### src/rtl/pwmt_pkg.sv
package pwmt_pkg;

    localparam int PWMT_CNT_W  = 16;
    localparam int PWMT_PS_W   = 3;
    localparam int PWMT_ADDR_W = 2;
    localparam int PWMT_CTRL_W = PWMT_PS_W + 3;
    localparam int PWMT_DIV_W  = (1 << PWMT_PS_W) - 1;

    typedef enum logic [PWMT_ADDR_W-1:0] {
        REG_LIMIT = 2'd0,
        REG_DUTY  = 2'd1,
        REG_CTRL  = 2'd2
    } reg_sel_e;

    typedef enum logic {
        DIR_UP = 1'b0,
        DIR_DN = 1'b1
    } dir_e;

    typedef struct packed {
        logic [PWMT_PS_W-1:0] ps;
        logic                 inv;
        logic                 center;
        logic                 en;
    } ctrl_t;

    // Description of the step the counter takes on the next advance.
    typedef struct packed {
        logic [PWMT_CNT_W-1:0] nxt;   // value after the advance
        logic                  move;  // the count changes
        logic                  down;  // the change is a decrement
        logic                  bnd;   // the advance closes a period
        logic                  turn;  // decrement that starts at the top
    } step_t;

    function automatic logic [PWMT_DIV_W-1:0] ps_mask(input logic [PWMT_PS_W-1:0] n);
        logic [PWMT_DIV_W:0] one_hot;
        one_hot    = '0;
        one_hot[n] = 1'b1;
        return PWMT_DIV_W'(one_hot - 1'b1);
    endfunction

endpackage

### src/rtl/pwmt_regs.sv
module pwmt_regs
    import pwmt_pkg::*;
(
    input  logic                   clk,
    input  logic                   rst,
    input  logic                   wr_en,
    input  logic [PWMT_ADDR_W-1:0] wr_addr,
    input  logic [PWMT_CNT_W-1:0]  wr_data,
    input  logic                   load,
    output ctrl_t                  ctrl,
    output logic [PWMT_CNT_W-1:0]  duty_buf,
    output logic [PWMT_CNT_W-1:0]  limit_act,
    output logic [PWMT_CNT_W-1:0]  duty_act
);

    logic [PWMT_CNT_W-1:0] limit_buf;

    always_ff @(posedge clk) begin
        if (rst) begin
            ctrl      <= '0;
            limit_buf <= '0;
            duty_buf  <= '0;
            limit_act <= '0;
            duty_act  <= '0;
        end else begin
            if (wr_en) begin
                case (reg_sel_e'(wr_addr))
                    REG_LIMIT: limit_buf <= wr_data;
                    REG_DUTY:  duty_buf  <= wr_data;
                    REG_CTRL:  ctrl      <= ctrl_t'(wr_data[PWMT_CTRL_W-1:0]);
                    default:   ;
                endcase
            end
            if (load) begin
                limit_act <= limit_buf;
                duty_act  <= duty_buf;
            end
        end
    end

endmodule

### src/rtl/pwmt_prescaler.sv
module pwmt_prescaler
    import pwmt_pkg::*;
(
    input  logic                 clk,
    input  logic                 rst,
    input  logic                 en,
    input  logic [PWMT_PS_W-1:0] ps,
    output logic                 tick
);

    logic [PWMT_DIV_W-1:0] div_q;
    logic [PWMT_DIV_W-1:0] mask;

    assign mask = ps_mask(ps);
    assign tick = en && ((div_q & mask) == mask);

    // The divider is only cleared by reset, never by a change of ps.
    always_ff @(posedge clk) begin
        if (rst)
            div_q <= '0;
        else if (en)
            div_q <= div_q + 1'b1;
    end

endmodule

### src/rtl/pwmt_counter.sv
module pwmt_counter
    import pwmt_pkg::*;
(
    input  logic                  clk,
    input  logic                  rst,
    input  logic                  tick,
    input  logic                  center,
    input  logic [PWMT_CNT_W-1:0] limit,
    output logic [PWMT_CNT_W-1:0] cnt,
    output step_t                 step
);

    dir_e dir_q;
    dir_e dir_d;

    always_comb begin
        step     = '0;
        step.nxt = cnt;
        dir_d    = dir_q;
        if (!center) begin
            dir_d     = DIR_UP;
            step.move = 1'b1;
            if (cnt >= limit) begin
                step.nxt = '0;
                step.bnd = 1'b1;
            end else begin
                step.nxt = cnt + 1'b1;
            end
        end else if (limit == '0) begin
            step.nxt = '0;
            step.bnd = 1'b1;
            dir_d    = DIR_UP;
        end else begin
            step.move = 1'b1;
            if (dir_q == DIR_UP && cnt < limit) begin
                step.nxt = cnt + 1'b1;
            end else if (dir_q == DIR_DN && cnt == '0) begin
                step.nxt = PWMT_CNT_W'(1);
                dir_d    = DIR_UP;
            end else begin
                // Either turning at the top or continuing downward.
                step.down = 1'b1;
                step.turn = (dir_q == DIR_UP);
                step.nxt  = cnt - 1'b1;
                dir_d     = DIR_DN;
                if (cnt == PWMT_CNT_W'(1)) begin
                    step.bnd = 1'b1;
                    dir_d    = DIR_UP;
                end
            end
        end
    end

    always_ff @(posedge clk) begin
        if (rst) begin
            cnt   <= '0;
            dir_q <= DIR_UP;
        end else if (tick) begin
            cnt   <= step.nxt;
            dir_q <= dir_d;
        end
    end

endmodule

### src/rtl/pwmt_channel.sv
module pwmt_channel
    import pwmt_pkg::*;
(
    input  logic                  clk,
    input  logic                  rst,
    input  logic                  tick,
    input  logic                  center,
    input  logic                  inv,
    input  step_t                 step,
    input  logic [PWMT_CNT_W-1:0] limit,
    input  logic [PWMT_CNT_W-1:0] duty,
    output logic                  act_q,
    output logic                  pin
);

    logic neg;
    logic zero;
    logic hit;
    logic set_c;
    logic clr_c;

    always_comb begin
        neg   = duty[PWMT_CNT_W-1];
        zero  = (duty == '0);
        hit   = (step.nxt == duty);
        set_c = 1'b0;
        clr_c = 1'b0;
        if (!center) begin
            if (step.bnd) begin
                set_c = !zero;
                clr_c = zero;
            end else begin
                clr_c = hit;
            end
        end else if (step.move) begin
            if (step.down) begin
                if (neg || zero)
                    clr_c = step.bnd;
                else
                    set_c = hit || (step.turn && duty >= limit);
            end else begin
                clr_c = !neg && (duty < limit) && hit;
            end
        end
    end

    always_ff @(posedge clk) begin
        if (rst)
            act_q <= 1'b0;
        else if (tick) begin
            if (clr_c)
                act_q <= 1'b0;
            else if (set_c)
                act_q <= 1'b1;
        end
    end

    assign pin = act_q ^ inv;

endmodule

### src/rtl/pwm_timer_chan.sv
module pwm_timer_chan
    import pwmt_pkg::*;
(
    input  logic                   clk,
    input  logic                   rst,
    input  logic                   wr_en,
    input  logic [PWMT_ADDR_W-1:0] wr_addr,
    input  logic [PWMT_CNT_W-1:0]  wr_data,
    output logic [PWMT_CNT_W-1:0]  count_o,
    output logic                   pwm_o
);

    ctrl_t                 ctrl_q;
    logic [PWMT_CNT_W-1:0] duty_buf_q;
    logic [PWMT_CNT_W-1:0] limit_act_q;
    logic [PWMT_CNT_W-1:0] duty_act_q;
    logic [PWMT_CNT_W-1:0] duty_eff;
    logic [PWMT_CNT_W-1:0] cnt_w;
    logic                  tick_w;
    logic                  load_w;
    logic                  edge_load;
    logic                  act_w;
    step_t                 step_w;

    assign edge_load = tick_w && step_w.bnd;
    assign load_w    = !ctrl_q.en || edge_load;
    assign duty_eff  = edge_load ? duty_buf_q : duty_act_q;

    pwmt_regs u_regs (
        .clk       (clk),
        .rst       (rst),
        .wr_en     (wr_en),
        .wr_addr   (wr_addr),
        .wr_data   (wr_data),
        .load      (load_w),
        .ctrl      (ctrl_q),
        .duty_buf  (duty_buf_q),
        .limit_act (limit_act_q),
        .duty_act  (duty_act_q)
    );

    pwmt_prescaler u_div (
        .clk  (clk),
        .rst  (rst),
        .en   (ctrl_q.en),
        .ps   (ctrl_q.ps),
        .tick (tick_w)
    );

    pwmt_counter u_cnt (
        .clk    (clk),
        .rst    (rst),
        .tick   (tick_w),
        .center (ctrl_q.center),
        .limit  (limit_act_q),
        .cnt    (cnt_w),
        .step   (step_w)
    );

    pwmt_channel u_chan (
        .clk    (clk),
        .rst    (rst),
        .tick   (tick_w),
        .center (ctrl_q.center),
        .inv    (ctrl_q.inv),
        .step   (step_w),
        .limit  (limit_act_q),
        .duty   (duty_eff),
        .act_q  (act_w),
        .pin    (pwm_o)
    );

    assign count_o = cnt_w;

endmodule

### config.mk
export PLATFORM = sky130hd
export DESIGN_NAME = pwm_timer_chan
export DESIGN_NICKNAME = d
export VERILOG_FILES = /design/src/rtl/pwmt_pkg.sv /design/src/rtl/pwmt_regs.sv /design/src/rtl/pwmt_prescaler.sv /design/src/rtl/pwmt_counter.sv /design/src/rtl/pwmt_channel.sv /design/src/rtl/pwm_timer_chan.sv
export SDC_FILE = /design/constraint.sdc
export NUM_CORES = 1
export LEC_CHECK = 0
export BUFFER_PORTS_ARGS = -buffer_cell sky130_fd_sc_hd__buf_2
export CORE_AREA = 2 2 114 116
export CTS_CLUSTER_DIAMETER = 150
export DETAILED_ROUTE_END_ITERATION = 6
export DIE_AREA = 0 0 116 118
export PLACE_DENSITY_LB_ADDON = 0.08
export SETUP_SLACK_MARGIN = 0.3
export SLEW_MARGIN = 30
export SYNTH_ARGS = -nofsm -noshare
export SYNTH_HDL_FRONTEND = slang
export SYNTH_HIERARCHICAL = 1
export SYNTH_SLANG_ARGS = --single-unit
### constraint.sdc
create_clock -name clk -period 5.85 [get_ports clk]
set_input_delay 1.17 -clock clk [delete_from_list [all_inputs] [get_ports clk]]
set_output_delay 1.17 -clock clk [all_outputs]
set_load 0.01 [all_outputs]
==> results of run 1 <==
[tightest hold or removal path: stages (launching register included)]
cell and delay (ns):
dfxtp_1 0.32, nand2b_1 0.06, mux2i_1 0.06
[cells in the mapped netlist, drive strengths merged, types with 7 or more instances]
cell type | instances | area (sq um)
o22ai | 8 | 50.1
xor2 | 20 | 175
nor3 | 8 | 40.0
clkbuf | 25 | 93.8
or3 | 8 | 50.1
nand2 | 31 | 124
nor2 | 72 | 270
nand4 | 19 | 125
o21ai | 14 | 70.1
nor4 | 18 | 113
nand3 | 10 | 50.1
dfxtp | 95 | 1900
a22oi | 7 | 52.6
and3 | 8 | 50.1
a21oi | 36 | 180
nand2b | 55 | 344
inv | 42 | 158
mux2i | 72 | 721
ha | 38 | 475
mux2 | 16 | 214
buf | 14 | 93.8
[power breakdown]
group          internal (mW)  switching [mW]
logic                 0.0928           0.128
clock network          0.298           0.267
registers              0.662          0.0166
total                   1.05           0.411
[how the worst min path moves through the flow]
stage | cells past startpoint | to | startpoint | slack (ns)
floorplan | 2 | u_regs/limit_buf[11] | u_regs/limit_buf[11] | 0.45
global placement | 2 | u_regs/limit_buf[10] | u_regs/limit_buf[10] | 0.47
detailed placement | 2 | u_regs/limit_buf[11] | u_regs/limit_buf[11] | 0.47
CTS | 2 | u_regs/limit_buf[11] | u_regs/limit_buf[11] | 0.49
global route | 2 | u_regs/limit_buf[9] | u_regs/limit_buf[9] | 0.50
finish | 2 | u_regs/limit_buf[7] | u_regs/limit_buf[7] | 0.48
[registers in the layout (all words and copies together), names as in the netlist]
signal	count
u_div/div_q	7
u_regs/ctrl	6
u_cnt/cnt	16
u_regs/duty_act	16
u_regs/limit_buf	16
u_cnt/dir_q	1
u_regs/limit_act	16
u_chan/act_q	1
u_regs/duty_buf	16
[cells by family after synthesis]
logic type | count (synthesis) | share of synthesized area [%]
buf+inv | 81 | 5.67
xor+xnor | 21 | 3.02
mux | 88 | 15.4
simple gates | 258 | 23.0
fa+ha+maj | 38 | 7.81
flops | 95 | 31.2
compound gates | 119 | 13.8
[through the flow]
stage	total power, mW	std cells	hold slack [ns]	worst slack, ns
floorplan	0.857	700	0.448	1.88
global placement	0.908	873	0.465	1.55
detailed placement	0.912	873	0.474	1.46
CTS	1.47	888	0.487	1.40
global route	1.53	888	0.503	1.07
finish	1.46	888	0.484	1.38
[area by class of cell]
class	count	area, sq um
fillers	1240	5800
multi-input cells	524	3860
flip-flops and latches	95	1900
clock buffers	10	239
well taps	172	215
repair buffers	40	208
inverters	42	158
clock inverters	5	35.0
[per-layer routing]
layer  routed length [microns]  share of wire, %  up-vias
li1                          -                 -     2552
met1                      7690                48     2460
met2                      7480                46      138
met3                       560               3.5       30
met4                       426               2.6        0
met5                         0                 0        -
==> reports/results.txt, run 1 <==
YS warnings -> 6
Synth Instances -> 700
Worst path buffer plus inverter count -> 1
Total CTS buffers -> 9
Drc violations -> 0
Vias in the first global route -> 4967
IO Port Bufs -> 37
Netlist cell types -> 75
Max Root-Sink Buffers -> 2
M3 GR Usage -> 3.14%
Post-route core utilization -> 53.3%
Top-Level Pins -> 38
Final Cell Area -> 0.00662 sq mm
Mapped Area -> 0.00609 sq mm
Routed wire per std cell -> 18.2 microns
CP Capture Type -> flop
Crit path required time -> 6.13 ns
Crit path DAT -> 4.75 ns
Dpl hpwl -> 11900 microns
Initial Util -> 49.0%
Ys flop type -> dfxtp_1
Max Clk Rate -> 224 MHz
GR Overflow Total -> 0
Die X -> 116 microns
ANT cells -> 0
Clk_skew -> 0.00584 ns
Routed Antenna Nets -> 0
Reg clk slew, reported paths -> 0.07 ns
Number of stages on the worst setup path -> 17
Die height -> 118 microns
Worst-Skew Late Latency -> 0.36 ns
Leakage -> 3.06 nW
Layout cells sized above 1 -> 12.0%
Cell Area, Placed -> 0.00634 sq mm
Commonest non-fill, non-tap cell in the layout -> dfxtp_1
Grt met2 use -> 37.5%
Startpoint class of the critical path -> flop
Setup TNS Final -> 0 ns
Max stage delay cell, worst path -> dfxtp_1
CP startpoint -> u_regs/ctrl[5]
Post-synth EDFFs -> 0
PostCTS Resize Cnt -> 0
Final Wtd Congestion -> 0.903
CORE AREA -> 0.0124 sq mm
Max_slew headroom -> 39.1%
Pre-antenna DRT Iters -> 5
Synthesis-stage register bit count -> 95
Die ar. -> 0.0137 sq mm
GRT Util Overall -> 24.6%
H-Tree Depth -> 3
Net count after synthesis -> 759
GRT Max-Usage Layer -> met2
Crit path kind -> flop to flop
Worst Path Max Fanout -> 28
RR Endpoint -> u_chan/act_q
Worst R2R Setup Slack -> 1.38 ns
Synth-to-layout area growth -> 8.70%
Slew of the pin with the lowest slew margin -> 0.914 ns
Pin count of the biggest net entering global routing -> 91
# nets final -> 771
Root buffer cell -> clkbuf_16
Initial drt markers -> 378
Largest stage delay, worst path -> 0.53 ns
Worst Setup EP -> u_chan/act_q
Pwr/cell area -> 221 mW/mm^2
Worst reg2reg path depth -> 17
Crit share post-route -> 76.4%
Hold Path Class -> flop to flop
Post-synthesis async set-or-reset flop share -> 0%
Clock sinks -> 95
Crit Reg-Reg Startpoint -> u_regs/ctrl[5]
Peak VDD IR -> 132 uV
Site row count -> 41
CTS tree -> yes
Cell Chain, Critical Path -> nor2_1, nand2_1, ha_1, and4bb_1, o21ai_1, o2111a_1, a2111oi_4, buf_4, nand2_4, mux2_4, ha_1, nand4_1, or4_1, and3_1, a31oi_1, a21oi_1, a21oi_1
Post-CTS Hold Fix Bufs -> 0
Average size of a mapped cell -> 8.69 sq um
Status -> complete, no violations
Finish-stage setup viols -> 0
Initial antenna violation count -> 0
Min Tclk post-route -> 4.47 ns
WL final -> 16200 microns
Met1 Use GR -> 34.7%
RSZ-0062 raised after global routing -> no
Post-CTS Setup Inserts -> 0
Pins Over Slew Limit -> 0
Hold Violations, Final -> 0
Most frequent cells in the layout -> dfxtp_1, nor2_1, mux2i_1
Maximum capacitance violations -> 0
Seq/Total Area, Yosys -> 31.3%
Top Family by Delay on Critical Path -> simple AND/OR/NAND/NOR gates
Via Count -> 5180
First-pass GRT wire length -> 26100 microns
Vias per inst -> 5.83
Note: power is estimated with default switching activity, not from simulation.
==> inputs of run 2 (changes only) <==
==> constraint.sdc (replaced) <==
create_clock -name clk -period 4.6 [get_ports clk]
set_input_delay 0.92 -clock clk [delete_from_list [all_inputs] [get_ports clk]]
set_output_delay 0.92 -clock clk [all_outputs]
set_load 0.01 [all_outputs]
==> run 2 against run 1 <==
Effect of this change:
- clock-buffer cell count increased by 1
- routed wire length increased by 2.4%
- largest power group unchanged
- worst setup slack got worse by 0.86 ns
- highest routed layer unchanged
- first-iteration DRC count increased by 21%
- core utilization increased by 1.8 points
==> reports/results.txt, run 2 (synthesis results as in run 1) <==
Status -> complete, no violations
Multi-input logic area -> 0.00390 sq mm
WL final -> 16500 microns
Peak VDD IR -> 196 uV
Clock sinks -> 95
Commonest non-fill, non-tap cell in the layout -> dfxtp_1
Setup TNS Final -> 0 ns
Crit path kind -> flop to flop
Pins Over Slew Limit -> 0
Leakage -> 3.17 nW
Hold Violations, Final -> 0
Crit path required time -> 4.88 ns
RR Endpoint -> u_chan/act_q
Post-route core utilization -> 55.1%
Total CTS buffers -> 9
Crit Reg-Reg Startpoint -> u_regs/limit_act[4]
Largest stage delay, worst path -> 0.52 ns
Min Tclk post-route -> 4.08 ns
Worst path buffer plus inverter count -> 1
Maximum capacitance violations -> 0
Crit path DAT -> 4.37 ns
Reg clk slew, reported paths -> 0.07 ns
Top Family by Delay on Critical Path -> simple AND/OR/NAND/NOR gates
Root buffer cell -> clkbuf_16
Initial antenna violation count -> 0
Startpoint class of the critical path -> flop
Max_slew headroom -> 40.4%
CTS tree -> yes
RSZ-0062 raised after global routing -> no
Hold Path End -> u_regs/limit_buf[2]
Register area -> 0.00191 sq mm
Cells after DPL -> 881
Vias per inst -> 5.89
Pwr/cell area -> 279 mW/mm^2
Most frequent cells in the layout -> dfxtp_1, mux2i_1, nor2_1
Clk pwr share -> 38.3%
Post-CTS Hold Fix Bufs -> 0
Layout cells sized above 1 -> 16.5%
Number of stages on the worst setup path -> 16
Worst reg2reg path depth -> 16
GRT Util Overall -> 24.4%
Gate power share -> 16.5%
Clk_skew -> 0.00537 ns
Synth-to-layout area growth -> 12.3%
Max Root-Sink Buffers -> 2
Final cell count without fillers -> 907
Vias in the first global route -> 4886
GR Overflow Total -> 0
Hold_sp -> u_regs/limit_buf[2]
Top-Level Pins -> 38
Drc violations -> 0
Final Wtd Congestion -> 0.908
Worst-Skew Late Latency -> 0.35 ns
Routed Antenna Nets -> 0
Die height -> 118 microns
Final Cell Area -> 0.00684 sq mm
Part of the power in registers -> 45.1%
Site row count -> 41
Die ar. -> 0.0137 sq mm
# nets final -> 790
Dpl hpwl -> 11700 microns
Sw Ratio -> 28.0%
Slew of the pin with the lowest slew margin -> 0.894 ns
H-Tree Depth -> 3
Max Clk Rate -> 245 MHz
CORE AREA -> 0.0124 sq mm
Hold depth -> 2
FILL cells -> 1183
Routed wire per std cell -> 18.2 microns
Crit share post-route -> 88.8%
Via Count -> 5344
Cell Area, Placed -> 0.00641 sq mm
Die X -> 116 microns
Initial drt markers -> 456
Final Power -> 1.91 mW
CP Capture Type -> flop
IO Port Bufs -> 37
Hold Path Class -> flop to flop
First-pass GRT wire length -> 26100 microns
Worst Path Max Fanout -> 8
Max stage delay cell, worst path -> or4_1
Worst R2R Setup Slack -> 0.52 ns
Finish-stage setup viols -> 0
Net Switching -> 535 uW
Pin count of the biggest net entering global routing -> 111
Cell Chain, Critical Path -> inv_1, ha_1, nand4_1, a2111o_1, nand3_1, o21ai_0, nand2_2, nand2_4, mux2_4, ha_1, nand4_2, or4_1, and3_1, a31oi_1, a21oi_1, a21oi_1
Pre-antenna DRT Iters -> 6
Initial Util -> 49.0%
ANT cells -> 0
Cell Int Power -> 1.38 mW
-- run 2: changes by cell type in the layout (fill, tap and decap cells not counted), moves of 2 or more --
| cell | delta |
|---|---|
| buf_4 | +16 |
| buf_12 | +2 |
| dfxtp_2 | +10 |
| dfxtp_1 | -10 |
| nand2_2 | +2 |
| clkinv_4 | -2 |
-- run 2: power groups by stage --
stage	Combinational, mW	Clock, mW	Sequential [mW]
CTS	0.285	0.747	0.862
global route	0.344	0.774	0.865
detailed placement	0.283	0	0.881
finish	0.316	0.732	0.862
floorplan	0.218	0	0.872
global placement	0.277	0	0.880
-- run 2: worst max-delay path by stage --
stage                              start      endpoint
finish               u_regs/limit_act[4]  u_chan/act_q
global route        u_regs/limit_act[12]  u_chan/act_q
CTS                         u_cnt/cnt[9]  u_chan/act_q
detailed placement        u_regs/ctrl[5]  u_chan/act_q
global placement          u_regs/ctrl[5]  u_chan/act_q
floorplan                   u_cnt/cnt[0]  u_chan/act_q
-- run 2: metal layers --
metal  up-vias  GRT usage, %  wire, microns
met5         -             0              0
met4         0          9.60            475
met3        28          3.35            713
met2       173          37.5           7660
met1      2561          34.4           7700
li1       2582             -              -
-- run 2: layout make-up --
class / count / share of cell area, %
multi-input cells: 525 / 57.0
well taps: 172 / 3.15
inverters: 42 / 2.31
clock inverters: 4 / 0.421
repair buffers: 58 / 5.38
clock buffers: 11 / 3.70
flip-flops and latches: 95 / 28.0
-- run 2: through the flow --
stage / setup WS [ns] / hold slack (ns)
final: 0.517 / 0.476
after detailed placement: 0.395 / 0.469
after global placement: 0.530 / 0.463
after floorplan: 0.626 / 0.448
after global routing: 0.280 / 0.509
after CTS: 0.375 / 0.480
-- run 2: timing repair --
action                                  in CTS  in global routing
setup buffers                                0                 10
endpoints found under the setup margin       0                  1
gates resized for setup                      0                 17
-- run 2: worst min-delay path, cell delays in order (launching register included) --
cell      delay (ns)
dfxtp_1         0.31
nand2b_1        0.06
mux2i_1         0.06
